## src/rtl/twi_regs_pkg.sv

```systemverilog
package twi_regs_pkg;

    localparam logic [31:0] OFF_CLK_STD = 32'h00;
    localparam logic [31:0] OFF_CLK_HS  = 32'h04;
    localparam logic [31:0] OFF_CFG     = 32'h08;
    localparam logic [31:0] OFF_CMD     = 32'h0C;
    localparam logic [31:0] OFF_TADDR   = 32'h10;
    localparam logic [31:0] OFF_DAT0    = 32'h14;
    localparam logic [31:0] OFF_DAT1    = 32'h18;
    localparam logic [31:0] OFF_STS     = 32'h1C;
    localparam logic [31:0] OFF_MSK     = 32'h20;
    localparam logic [31:0] OFF_BUSY    = 32'h24;

    localparam int NUM_EV     = 5;
    localparam int EV_DONE    = 0;
    localparam int EV_ARB     = 1;
    localparam int EV_NORESP  = 2;
    localparam int EV_COLL    = 3;
    localparam int EV_BUSBUSY = 4;

    typedef enum logic [3:0] {
        SEL_NONE, SEL_CLK_STD, SEL_CLK_HS, SEL_CFG, SEL_CMD,
        SEL_TADDR, SEL_DAT0, SEL_DAT1, SEL_STS, SEL_MSK, SEL_BUSY
    } reg_sel_e;

    typedef struct packed {
        logic [3:0] filter;
        logic [9:0] div;
    } clk_cfg_t;

    typedef struct packed {
        logic [3:0] arb_flt;
        logic [3:0] nak_cnt;
        logic       addr10;
        logic [2:0] mcode;
        logic       arb_en;
        logic       hs_en;
    } ctl_cfg_t;

    localparam clk_cfg_t CLK_RST = '{filter: 4'h3, div: 10'h01F};
    localparam ctl_cfg_t CTL_RST = '{arb_flt: 4'h3, nak_cnt: 4'h3, addr10: 1'b0,
                                     mcode: 3'h0, arb_en: 1'b1, hs_en: 1'b0};

    function automatic reg_sel_e decode_sel(input logic [31:0] a);
        case (a)
            OFF_CLK_STD: return SEL_CLK_STD;
            OFF_CLK_HS:  return SEL_CLK_HS;
            OFF_CFG:     return SEL_CFG;
            OFF_CMD:     return SEL_CMD;
            OFF_TADDR:   return SEL_TADDR;
            OFF_DAT0:    return SEL_DAT0;
            OFF_DAT1:    return SEL_DAT1;
            OFF_STS:     return SEL_STS;
            OFF_MSK:     return SEL_MSK;
            OFF_BUSY:    return SEL_BUSY;
            default:     return SEL_NONE;
        endcase
    endfunction

    function automatic logic [31:0] clk_image(input clk_cfg_t c);
        return {16'h0, c.filter, 2'b00, c.div};
    endfunction

    function automatic logic [31:0] ctl_image(input ctl_cfg_t c);
        return {16'h0, c.arb_flt, c.nak_cnt, c.addr10, c.mcode, 2'b00, c.arb_en, c.hs_en};
    endfunction

endpackage

```

## src/rtl/twi_cfg_bank.sv

```systemverilog
module twi_cfg_bank
    import twi_regs_pkg::*;
#(
    parameter int TADDR_W = 10
) (
    input  logic               clk,
    input  logic               rst,
    input  logic               we_std,
    input  logic               we_hs,
    input  logic               we_ctl,
    input  logic               we_tgt,
    input  logic               we_d0,
    input  logic               we_d1,
    input  logic [31:0]        wdata,
    input  logic               rx_load,
    input  logic [63:0]        rx_data,
    output clk_cfg_t           clk_std_q,
    output clk_cfg_t           clk_hs_q,
    output ctl_cfg_t           ctl_q,
    output logic [TADDR_W-1:0] tgt_q,
    output logic [31:0]        dat0_q,
    output logic [31:0]        dat1_q
);

    always_ff @(posedge clk) begin
        if (rst) begin
            clk_std_q <= CLK_RST;
            clk_hs_q  <= CLK_RST;
            ctl_q     <= CTL_RST;
            tgt_q     <= '0;
        end else begin
            if (we_std) clk_std_q <= '{filter: wdata[15:12], div: wdata[9:0]};
            if (we_hs)  clk_hs_q  <= '{filter: wdata[15:12], div: wdata[9:0]};
            if (we_ctl) ctl_q <= '{arb_flt: wdata[15:12], nak_cnt: wdata[11:8],
                                   addr10: wdata[7], mcode: wdata[6:4],
                                   arb_en: wdata[1], hs_en: wdata[0]};
            if (we_tgt) tgt_q <= wdata[TADDR_W-1:0];
        end
    end

    // Engine load of received bytes takes priority over a software write.
    always_ff @(posedge clk) begin
        if (rst) begin
            dat0_q <= '0;
            dat1_q <= '0;
        end else if (rx_load) begin
            dat0_q <= rx_data[31:0];
            dat1_q <= rx_data[63:32];
        end else begin
            if (we_d0) dat0_q <= wdata;
            if (we_d1) dat1_q <= wdata;
        end
    end

endmodule

```

## src/rtl/twi_irq_block.sv

```systemverilog
module twi_irq_block #(
    parameter int NEV = 5
) (
    input  logic           clk,
    input  logic           rst,
    input  logic [NEV-1:0] ev_set,
    input  logic           sts_wr,
    input  logic           msk_wr,
    input  logic [NEV-1:0] wbits,
    output logic [NEV-1:0] sts_q,
    output logic [NEV-1:0] msk_q,
    output logic           irq
);

    for (genvar i = 0; i < NEV; i++) begin : g_flag
        // Set has priority over a write-one clear landing in the same cycle.
        always_ff @(posedge clk) begin
            if (rst)            sts_q[i] <= 1'b0;
            else if (ev_set[i]) sts_q[i] <= 1'b1;
            else if (sts_wr && wbits[i]) sts_q[i] <= 1'b0;
        end
    end

    always_ff @(posedge clk) begin
        if (rst)         msk_q <= '0;
        else if (msk_wr) msk_q <= wbits;
    end

    assign irq = |(sts_q & msk_q);

endmodule

```

## src/rtl/twi_cmd_launch.sv

```systemverilog
module twi_cmd_launch #(
    parameter int CMD_W = 10
) (
    input  logic             clk,
    input  logic             rst,
    input  logic             wr_cmd,
    input  logic [CMD_W-1:0] wdata,
    input  logic             done,
    output logic [CMD_W-1:0] cmd_q,
    output logic             busy_q,
    output logic             start_q,
    output logic             reject
);

    assign reject = wr_cmd && busy_q;

    always_ff @(posedge clk) begin
        if (rst) begin
            cmd_q   <= '0;
            busy_q  <= 1'b0;
            start_q <= 1'b0;
        end else begin
            start_q <= 1'b0;
            if (wr_cmd && !busy_q) begin
                cmd_q   <= wdata;
                busy_q  <= 1'b1;
                start_q <= 1'b1;
            end else if (done) begin
                busy_q <= 1'b0;
            end
        end
    end

endmodule

```

## src/rtl/twi_ctrl_regs.sv

```systemverilog
module twi_ctrl_regs
    import twi_regs_pkg::*;
#(
    parameter int ADDR_W  = 8,
    parameter int CMD_W   = 10,
    parameter int TADDR_W = 10
) (
    input  logic               clk,
    input  logic               rst,
    input  logic               acc_en,
    input  logic               acc_we,
    input  logic [ADDR_W-1:0]  acc_addr,
    input  logic [31:0]        acc_wdata,
    output logic [31:0]        acc_rdata,
    input  logic               ev_done,
    input  logic               ev_lost_arb,
    input  logic               ev_no_resp,
    input  logic               ev_collision,
    input  logic               ev_bus_busy,
    input  logic               rx_load,
    input  logic [63:0]        rx_data,
    output logic               cmd_start,
    output logic [CMD_W-1:0]   cmd_word,
    output logic [TADDR_W-1:0] tgt_addr,
    output logic [63:0]        tx_data,
    output logic [31:0]        clk_std_word,
    output logic [31:0]        clk_hs_word,
    output logic [31:0]        cfg_word,
    output logic               irq
);

    reg_sel_e           sel;
    logic               wr;
    logic               wr_cmd;
    logic               cmd_busy;
    logic               cmd_reject;
    logic [NUM_EV-1:0]  ev_vec;
    logic [NUM_EV-1:0]  sts_vec;
    logic [NUM_EV-1:0]  msk_vec;
    clk_cfg_t           clk_std_q;
    clk_cfg_t           clk_hs_q;
    ctl_cfg_t           ctl_q;
    logic [31:0]        dat0_q;
    logic [31:0]        dat1_q;

    assign sel    = decode_sel(32'(acc_addr));
    assign wr     = acc_en && acc_we;
    assign wr_cmd = wr && (sel == SEL_CMD);

    always_comb begin
        ev_vec             = '0;
        ev_vec[EV_DONE]    = ev_done;
        ev_vec[EV_ARB]     = ev_lost_arb;
        ev_vec[EV_NORESP]  = ev_no_resp;
        ev_vec[EV_COLL]    = ev_collision;
        ev_vec[EV_BUSBUSY] = ev_bus_busy || cmd_reject;
    end

    twi_cfg_bank #(.TADDR_W(TADDR_W)) u_bank (
        .clk       (clk),
        .rst       (rst),
        .we_std    (wr && sel == SEL_CLK_STD),
        .we_hs     (wr && sel == SEL_CLK_HS),
        .we_ctl    (wr && sel == SEL_CFG),
        .we_tgt    (wr && sel == SEL_TADDR),
        .we_d0     (wr && sel == SEL_DAT0),
        .we_d1     (wr && sel == SEL_DAT1),
        .wdata     (acc_wdata),
        .rx_load   (rx_load),
        .rx_data   (rx_data),
        .clk_std_q (clk_std_q),
        .clk_hs_q  (clk_hs_q),
        .ctl_q     (ctl_q),
        .tgt_q     (tgt_addr),
        .dat0_q    (dat0_q),
        .dat1_q    (dat1_q)
    );

    twi_irq_block #(.NEV(NUM_EV)) u_irq (
        .clk    (clk),
        .rst    (rst),
        .ev_set (ev_vec),
        .sts_wr (wr && sel == SEL_STS),
        .msk_wr (wr && sel == SEL_MSK),
        .wbits  (acc_wdata[NUM_EV-1:0]),
        .sts_q  (sts_vec),
        .msk_q  (msk_vec),
        .irq    (irq)
    );

    twi_cmd_launch #(.CMD_W(CMD_W)) u_launch (
        .clk     (clk),
        .rst     (rst),
        .wr_cmd  (wr_cmd),
        .wdata   (acc_wdata[CMD_W-1:0]),
        .done    (ev_done),
        .cmd_q   (cmd_word),
        .busy_q  (cmd_busy),
        .start_q (cmd_start),
        .reject  (cmd_reject)
    );

    assign clk_std_word = clk_image(clk_std_q);
    assign clk_hs_word  = clk_image(clk_hs_q);
    assign cfg_word     = ctl_image(ctl_q);
    assign tx_data      = {dat1_q, dat0_q};

    always_comb begin
        acc_rdata = '0;
        if (acc_en && !acc_we) begin
            case (sel)
                SEL_CLK_STD: acc_rdata = clk_std_word;
                SEL_CLK_HS:  acc_rdata = clk_hs_word;
                SEL_CFG:     acc_rdata = cfg_word;
                SEL_CMD:     acc_rdata = 32'(cmd_word);
                SEL_TADDR:   acc_rdata = 32'(tgt_addr);
                SEL_DAT0:    acc_rdata = dat0_q;
                SEL_DAT1:    acc_rdata = dat1_q;
                SEL_STS:     acc_rdata = 32'(sts_vec);
                SEL_MSK:     acc_rdata = 32'(msk_vec);
                SEL_BUSY:    acc_rdata = {31'h0, cmd_busy};
                default:     acc_rdata = '0;
            endcase
        end
    end

endmodule

```

## config.mk

```make
export PLATFORM = sky130hd
export DESIGN_NAME = twi_ctrl_regs
export DESIGN_NICKNAME = d
export VERILOG_FILES = /design/src/rtl/twi_regs_pkg.sv /design/src/rtl/twi_cfg_bank.sv /design/src/rtl/twi_irq_block.sv /design/src/rtl/twi_cmd_launch.sv /design/src/rtl/twi_ctrl_regs.sv
export SDC_FILE = /design/constraint.sdc
export NUM_CORES = 1
export LEC_CHECK = 0
export BUFFER_PORTS_ARGS = -buffer_cell sky130_fd_sc_hd__buf_4
export CORE_MARGIN = 2
export CORE_UTILIZATION = 45
export DETAILED_ROUTE_END_ITERATION = 8
export PLACE_DENSITY = 0.77
export SETUP_SLACK_MARGIN = 0.05
export SLEW_MARGIN = 25
export SYNTH_ARGS = -nofsm -noshare
export SYNTH_HDL_FRONTEND = slang
export SYNTH_SLANG_ARGS = --single-unit
```

## constraint.sdc

```tcl
create_clock -name clk -period 3.65 [get_ports clk]
set_clock_uncertainty 0.05 [all_clocks]
set_input_delay 0.5475 -clock clk [delete_from_list [all_inputs] [get_ports clk]]
set_output_delay 0.5475 -clock clk [all_outputs]
set_load 0.02 [all_outputs]
```

-- Word-level counts from Yosys, hierarchy flattened
Index checks and enable logic that the tools add are counted.
- equal/unequal tests: 19
- multiplexer cells: 20
- bitwise gates (word level): 1
- reduce and logical (&&, ||, !) cells: 31
- operators by type and width (cell ; count):
    $pmux W32 S10 ; 1
    $mux W32 ; 5
    $pmux W4 S10 ; 1
    $eq A8 B5 Y1 const B ; 4
    $logic_and A1 B1 Y1 ; 18
    $eq A4 B3 Y1 const B ; 4
    $eq A8 B4 Y1 const B ; 2
    $eq A8 B6 Y1 const B ; 2
    $reduce_bool A2 Y1 ; 8
    $mux W1 ; 13
    $eq A4 B4 Y1 const B ; 3
    $eq A4 B2 Y1 const B ; 2
    $eq A8 B3 Y1 const B ; 1
    $logic_not A8 Y1 ; 1
    $and A5 B5 Y5 ; 1
    $reduce_or A5 Y1 ; 1
    $eq A4 B1 Y1 const B ; 1
    $logic_not A1 Y1 ; 2
    $logic_or A1 B1 Y1 ; 1
- register bits: 138
- output and inout port bits: 214
- logic and storage cells: 93

-- Logic depth before layout (Yosys ltp)
Gate-level depths: netlist of run 1.
- word-level depth: 7
- depth in mapped cells: 8
- gate-level depth less buffers: 4

-- Modules after synthesis
A second synthesis of run 1 with hierarchy kept.
- cells, all modules: 814
- area, all modules: 7842.5 sq um
- by module, submodules not included (module ; times used ; cells an instance ; area each (sq um) ; seq. area each (sq um)):
    twi_cfg_bank ; 1 ; 454 ; 4968.5 ; 2322.2
    twi_ctrl_regs ; 1 ; 273 ; 1938.1 ; 0.0
    twi_cmd_launch ; 1 ; 52 ; 545.5 ; 240.2
    twi_irq_block ; 1 ; 35 ; 390.4 ; 200.2

-- Worst setup path after synthesis of run 1
Ideal clock, no wire load.
- path kind: input to output
- start point: input acc_addr[2]
- end point: output acc_rdata[3]
- arrival time: 2.159 ns
- slack: 0.894 ns
- stages on the path: 7
- cells stage by stage: buf_4 > buf_6 > buf_2 > buf_4 > nand2_1 > o21a_1 > o41ai_1
- longest elaborated chain between the ends: 5
- elaborated cells between the ends (all ways): 23
- those cells by class: eq/ne (19); mux (3); reduce/logical (1)
- ends and longest elaborated chain (item ; line ; RTL):
    start: declaration ; twi_ctrl_regs.sv:12 ; input logic [ADDR_W-1:0] acc_addr,
    $eq A8 B6 Y1, or another cell as far along ; twi_regs_pkg.sv:45 ; case (a)
    $pmux W4 S10 * ; twi_regs_pkg.sv:45 ;
    $eq A4 B4 Y1, or another cell as far along ; twi_ctrl_regs.sv:111 ; case (sel)
    $pmux W32 S10 * ; twi_ctrl_regs.sv:111 ;
    $mux W32 * ; twi_ctrl_regs.sv:110 ; if (acc_en && !acc_we) begin
    end: declaration ; twi_ctrl_regs.sv:14 ; output logic [31:0] acc_rdata,
Every way passes the cells marked *; elsewhere a longest branch is shown, timed or not.

-- Worst setup path after layout of run 1
- start point: input acc_addr[3]
- end point: output acc_rdata[25]
The elaborated chain is that of the path after synthesis.

==> results of run 1 <==
power groups by stage:
stage | Clock, W | Combinational, W | Sequential (W)
finish | 0.00184 | 0.000555 | 0.00162
global route | 0.00191 | 0.000591 | 0.00162
CTS | 0.00184 | 0.000551 | 0.00161
detailed placement | 0 | 0.000549 | 0.00165
global placement | 0 | 0.000543 | 0.00165
floorplan | 0 | 0.000293 | 0.00169
worst paths after layout:
check	from	endpoint	slack, ns	depth (start not counted)
worst max-delay path	acc_addr[3]	acc_rdata[25]	0.63	6
worst min-delay path	ev_lost_arb	u_irq.sts_q[1]	0.29	3
worst max register to register	u_launch.busy_q	u_launch.cmd_q[4]	1.92	3
worst min register to register	u_bank.clk_hs_q[9]	u_bank.clk_hs_q[9]	0.43	2
flip-flops by register name (all words and copies together), names as in the netlist:
register and count:
u_launch.start_q 1, u_irq.msk_q 5, u_launch.busy_q 1, u_bank.clk_hs_q 14, u_bank.clk_std_q 14, u_bank.ctl_q 14, u_bank.dat0_q 32, u_launch.cmd_q 10
u_bank.tgt_q 10, u_irq.sts_q 5, u_bank.dat1_q 32
critical path, delay by kind of cell:
| kind | cells | cell delay, ns |
|---|---|---|
| buffers and inverters | 2 | 0.51 |
| AOI/OAI and AO/OA | 1 | 0.17 |
| and+or+nand+nor | 3 | 1.18 |
logic make-up after synthesis:
| family | after synthesis | synth area share |
|---|---|---|
| flip-flops | 138 | 0.371 |
| other | 1 | 0.000504 |
| buffers and inverters | 141 | 0.113 |
| AO/OA/AOI/OAI | 173 | 0.172 |
| multiplexers | 127 | 0.178 |
| AND/OR/NAND/NOR | 249 | 0.165 |
cell type report:
type,count,area [um2]
multi-input combinational,603,4050
sequential,138,2760
fill,1432,6040
clock buffer,25,515
tap,216,270
timing repair buffer,290,2200
clock inverter,6,109
inverter,14,53.8
per-layer routing:
metal	part of all wire	track usage	up-vias
li1	-	-	3351
met1	0.41	0.367	3534
met2	0.48	0.474	391
met3	0.081	0.0667	50
met4	0.022	0.104	0
met5	0	0	-
placed cells by master (no fill, tap or decap), types with 7 or more instances in the layout:
| master | netlist | layout |
|---|---|---|
| a22o_1 | 8 | 8 |
| nand2_1 | 22 | 22 |
| nand4_1 | 12 | 12 |
| nor2_1 | 156 | 156 |
| inv_1 | 14 | 13 |
| conb_1 | 1 | 54 |
| nor2b_1 | 7 | 7 |
| a22oi_1 | 25 | 25 |
| o21ai_0 | 8 | 8 |
| dfxtp_1 | 138 | 138 |
| mux2i_1 | 111 | 111 |
| a21oi_1 | 20 | 20 |
| nand3_1 | 13 | 13 |
| mux2_2 | 13 | 13 |
| a211o_1 | 19 | 19 |
| clkbuf_16 | 0 | 17 |
| buf_4 | 61 | 288 |
| a211oi_1 | 65 | 65 |
metrics by stage:
step	utilization	hold WS [ns]	power, W	setup slack, ns
floorplan	-	0.418	0.00198	0.894
finish	0.622	0.291	0.00401	0.631
CTS	0.622	0.278	0.00401	0.692
detailed placement	0.583	0.416	0.00219	0.704
global route	0.622	0.297	0.00412	0.508
global placement	0.583	0.412	0.00219	0.732
==> flow_summary.ini, run 1 <==
[status]
status = finished clean

[global_route]
grt_util_all_layers = 0.287
grt_pass1_wl_um = 39500
grt_max_degree = 82
grt-ovfl-total = 0
grt_pass1_vias = 6794
antenna_found_initial = 0

[clock_network]
cts_root_buf = clkbuf_16
cts.sinks = 138
insertion_delay_ns = 0.42
clk_pin_slew_ns = 0.05
cts_resized = 0
numCtsBuffers = 17
cts_hold_buf = 0
cts_tree = built
post_cts_buffers = 0
htree_levels = 4
clock_path_buffers = 2

[synthesis]
syn_inst = 829
avgSynthCellArea_um2 = 8.97
ys_ff_latch = 138
yosys.area.top_type_share = 0.371
synthTopCellsByArea = dfxtp_1 37%, mux2i_1 15%, nor2_1 7.9%, a211oi_1 6.6%, buf_4 6.2%
synth_seq_area_share = 0.371
syn-cell-area_um2 = 7440
synth_warnings = 0
synthTopCellsByCount = 156 x nor2_1, 138 x dfxtp_1, 111 x mux2i_1
synth-edff-count = 0
async_flop_share = 0
synth_area_leader_cell = dfxtp_1
synth_most_common_cell = nor2_1
synth.distinct_cells = 59
synth_ff_type = dfxtp_1

[route]
routed_wirelength_um = 26300
ant_nets = 0
vias = 7326
drt_first_pass_iters = 5
via_per_inst = 5.67
wl_per_cell_um = 20.4
drc = 0
drtIter0Drc = 639

[finish]
stdcell_area_um2 = 9960
final_layout_size_suffix_gt1_frac = 0.327
nets = 1178
area_growth_pct = 33.9
layoutNonFillerInstCount = 1292
diodes = 0

[pwr]
p_sw_w = 0.00104
peakVddDrop_v = 0.000356
p_leak_nw = 4.87
clkPwrFrac = 0.458
p_int_w = 0.00297
pwr_density_cell_nw_per_um2 = 402
p_seq_frac = 0.403
power_switching_share = 0.259
combPwrFrac = 0.139

[die]
dieArea_um2 = 17600
core_area_um2 = 16000
die_w_um = 133
start_util = 0.465
dieHeight_um = 133
ios = 328
rows = 46

[timing]
worst_pin_slew_ns = 0.925
fmax_mhz = 331
setup-violations-final = 0
period_share = 0.827
rsz0062_at_grt = no
finalSetupTns_ns = 0
hold_viol_final = 0
min_period_ns = 3.02
slew_headroom = 0.384
maxSlewViolCount = 0

[worst_setup_path]
worstSetupPathType = primary input to output port
critical-path-max-stage-delay_ns = 0.66
start_kind = primary input
path_cells = buf_4 > nor4b_2 > and3_1 > a22oi_1 > nor2_1 > buf_4
critical_path.slowest_cell = and3_1
setup.worst_path.end_class = output port
worst_path_most_repeated_cell = buf_4
crit_fanout = 36
required_ns = 3.05
worstPathArrival_ns = 2.42

[placed_design]
dp_hpwl_um = 19100
placed_cells = 1261
routabilityCongestion = 0.901
placed_area_um2 = 9340
numPortBuffers = 273

[run]
maxCapViolations = 0

[min_path]
hp-class = primary input to flip-flop
(Power assumes the default switching activity.)
==> run 2, diff against run 1 <==
Settings changed: ABC_AREA set to 1.
Clock period 3.65 ns to 2.8 ns, I/O delays scaled along.
==> run 2 against run 1 <==
  * Die area is essentially flat
  * Synthesized cell count increased by 39%
  * Hold slack got worse by 0.089 ns
  * Non-clock buffer count grew 4
  * Largest power group unchanged
==> flow_summary.ini, run 2 <==
[status]
status = finished clean

[synthesis]
async_flop_share = 0
synth_ff_type = dfxtp_1
synth_area_leader_cell = dfxtp_1
syn_inst = 1155
synth-edff-count = 0
synth_warnings = 0
avgSynthCellArea_um2 = 6.44
synth_most_common_cell = nand2_1
synth.distinct_cells = 28
ys_ff_latch = 138
synthTopCellsByArea = dfxtp_1 37%, nand2_1 15%, nor2_1 8.7%, o21ai_0 8.1%, buf_4 6.2%
synth_seq_area_share = 0.372
syn-cell-area_um2 = 7430
synthTopCellsByCount = 297 x nand2_1, 172 x nor2_1, 138 x dfxtp_1
yosys.area.top_type_share = 0.372

[die]
rows = 46
start_util = 0.465
dieArea_um2 = 17600
core_area_um2 = 16000
die_w_um = 133
dieHeight_um = 133
ios = 328

[clock_network]
cts_root_buf = clkbuf_16
htree_levels = 4
insertion_delay_ns = 0.41
cts_tree = built
cts.sinks = 138
cts_hold_buf = 0
post_cts_buffers = 0
numCtsBuffers = 17
clock_path_buffers = 2
clk_pin_slew_ns = 0.05

[timing]
fmax_mhz = 377
setup-violations-final = 0
period_share = 0.947
hold_viol_final = 0
finalSetupTns_ns = 0
rsz0062_at_grt = no
setup_ws_ns = 0.149
worst_pin_slew_ns = 0.828
slew_headroom = 0.448
min_period_ns = 2.65
maxSlewViolCount = 0

[pwr]
p_leak_nw = 5.00
peakVddDrop_v = 0.000407
pwr_density_cell_nw_per_um2 = 497

[worst_setup_path]
start_kind = primary input
setup.worst_path.end_class = output port
crit_fanout = 16
required_ns = 2.33
worstSetupPathType = primary input to output port
worstPathArrival_ns = 2.18

[route]
drt_first_pass_iters = 5
vias = 8340
drtIter0Drc = 896
ant_nets = 0
drc = 0
wl_per_cell_um = 16.6
via_per_inst = 5.11
routed_wirelength_um = 27100

[finish]
final_layout_size_suffix_gt1_frac = 0.253
diodes = 0
reg.largest.list = u_bank.dat0_q x32, u_bank.dat1_q x32
fillers = 1541
regArea_um2 = 2760
layout_common_cells = 297 x nand2_1, 290 x buf_4, 170 x nor2_1, 138 x dfxtp_1, 119 x o21ai_0
final_common_cell = nand2_1
multi_input_area_um2 = 3800
nets = 1519
area_growth_pct = 34.7

[global_route]
grt_pass1_wl_um = 40300
grt_pass1_vias = 7357
antenna_found_initial = 0
grt_max_degree = 87
grt-ovfl-total = 0
grt_util_all_layers = 0.294

[placed_design]
preCtsSetupSlack_ns = -0.151
dp_hpwl_um = 19700
numPortBuffers = 273
routabilityCongestion = 0.970

[min_path]
hp-class = primary input to flip-flop

[run]
maxCapViolations = 0
## run 2: changes by cell type after synthesis, sizes merged, moves of 13 or more
| cell | previous run | this run |
|---|---|---|
| a211o | 19 | 0 |
| a211oi | 65 | 0 |
| a21oi | 20 | 86 |
| a22oi | 25 | 0 |
| inv | 14 | 98 |
| mux2 | 13 | 0 |
| mux2i | 111 | 0 |
| nand2 | 22 | 304 |
| nand3 | 17 | 65 |
| nor2 | 158 | 188 |
| o21ai | 8 | 120 |
## run 2: critical path, cell delays in order
cell and delay, ns:
buf_4 0.12, nor2_2 0.17, nand2_1 0.14, nor2_4 0.17, nand2_4 0.20, buf_4 0.24, o21ai_1 0.23, inv_1 0.08
nor2_2 0.22, buf_4 0.19
## run 2: repair_timing
item / CTS / global route
hold endpoints to repair: 0 / 0
gates resized for setup: 2 / 1
endpoints found under the setup margin: 1 / 1
## run 2: area by class of cell
cell class	instances	share of cell area
Clock buffer	23	0.0477
Clock inverter	8	0.00700
Inverter	100	0.0379
Multi-Input combinational cell	854	0.379
Sequential cell	138	0.276
Tap cell	216	0.0270
Timing Repair Buffer	294	0.225
## run 2: metal layers
metal  routed length [um]  global-route usage  vias to the layer above
met1                11100               0.380                     3789
met4                  697               0.102                        0
met2                12800               0.483                      436
li1                     -                   -                     4062
met3                 2460              0.0686                       53
met5                    0                   0                        -
## run 2: per-stage QoR
stage               power (W)  std cells  hold WS [ns]  utilization  area [um2]
global route          0.00516       1633         0.198        0.626       10000
global placement      0.00288       1602         0.406        0.591        9460
detailed placement    0.00289       1602         0.415        0.591        9460
CTS                   0.00498       1633         0.187        0.626       10000
floorplan             0.00261       1208         0.406            -        7630
finish                0.00497       1633         0.202        0.626       10000
## run 2: cell families (layout without fill, tap and decap cells)
group	after synthesis	count (layout)	share of synthesized area
AO/OA/AOI/OAI	229	229	0.162
buffers and inverters	216	425	0.146
flip-flops	138	138	0.372
other	1	54	0.000504
AND/OR/NAND/NOR	571	571	0.320
## run 2: path summary, 6_finish.rpt
check                     from            endpoint  slack, ns  cells past startpoint
max                acc_addr[7]       acc_rdata[18]       0.15                     10
min               acc_wdata[0]  u_bank.clk_hs_q[0]       0.20                      3
max reg2reg    u_launch.busy_q   u_launch.cmd_q[8]       1.62                      5
min reg2reg  u_launch.cmd_q[6]   u_launch.cmd_q[6]       0.43                      2
## run 2: power breakdown
| part | total [W] | switching [W] | internal, W | leakage, nW |
|---|---|---|---|---|
| Clock | 0.00212 | 0.000839 | 0.00128 | 0.269 |
| Sequential | 0.00210 | 0.0000579 | 0.00204 | 1.13 |
| Combinational | 0.000757 | 0.000467 | 0.000290 | 3.60 |
| Total | 0.00497 | 0.00136 | 0.00361 | 5.00 |
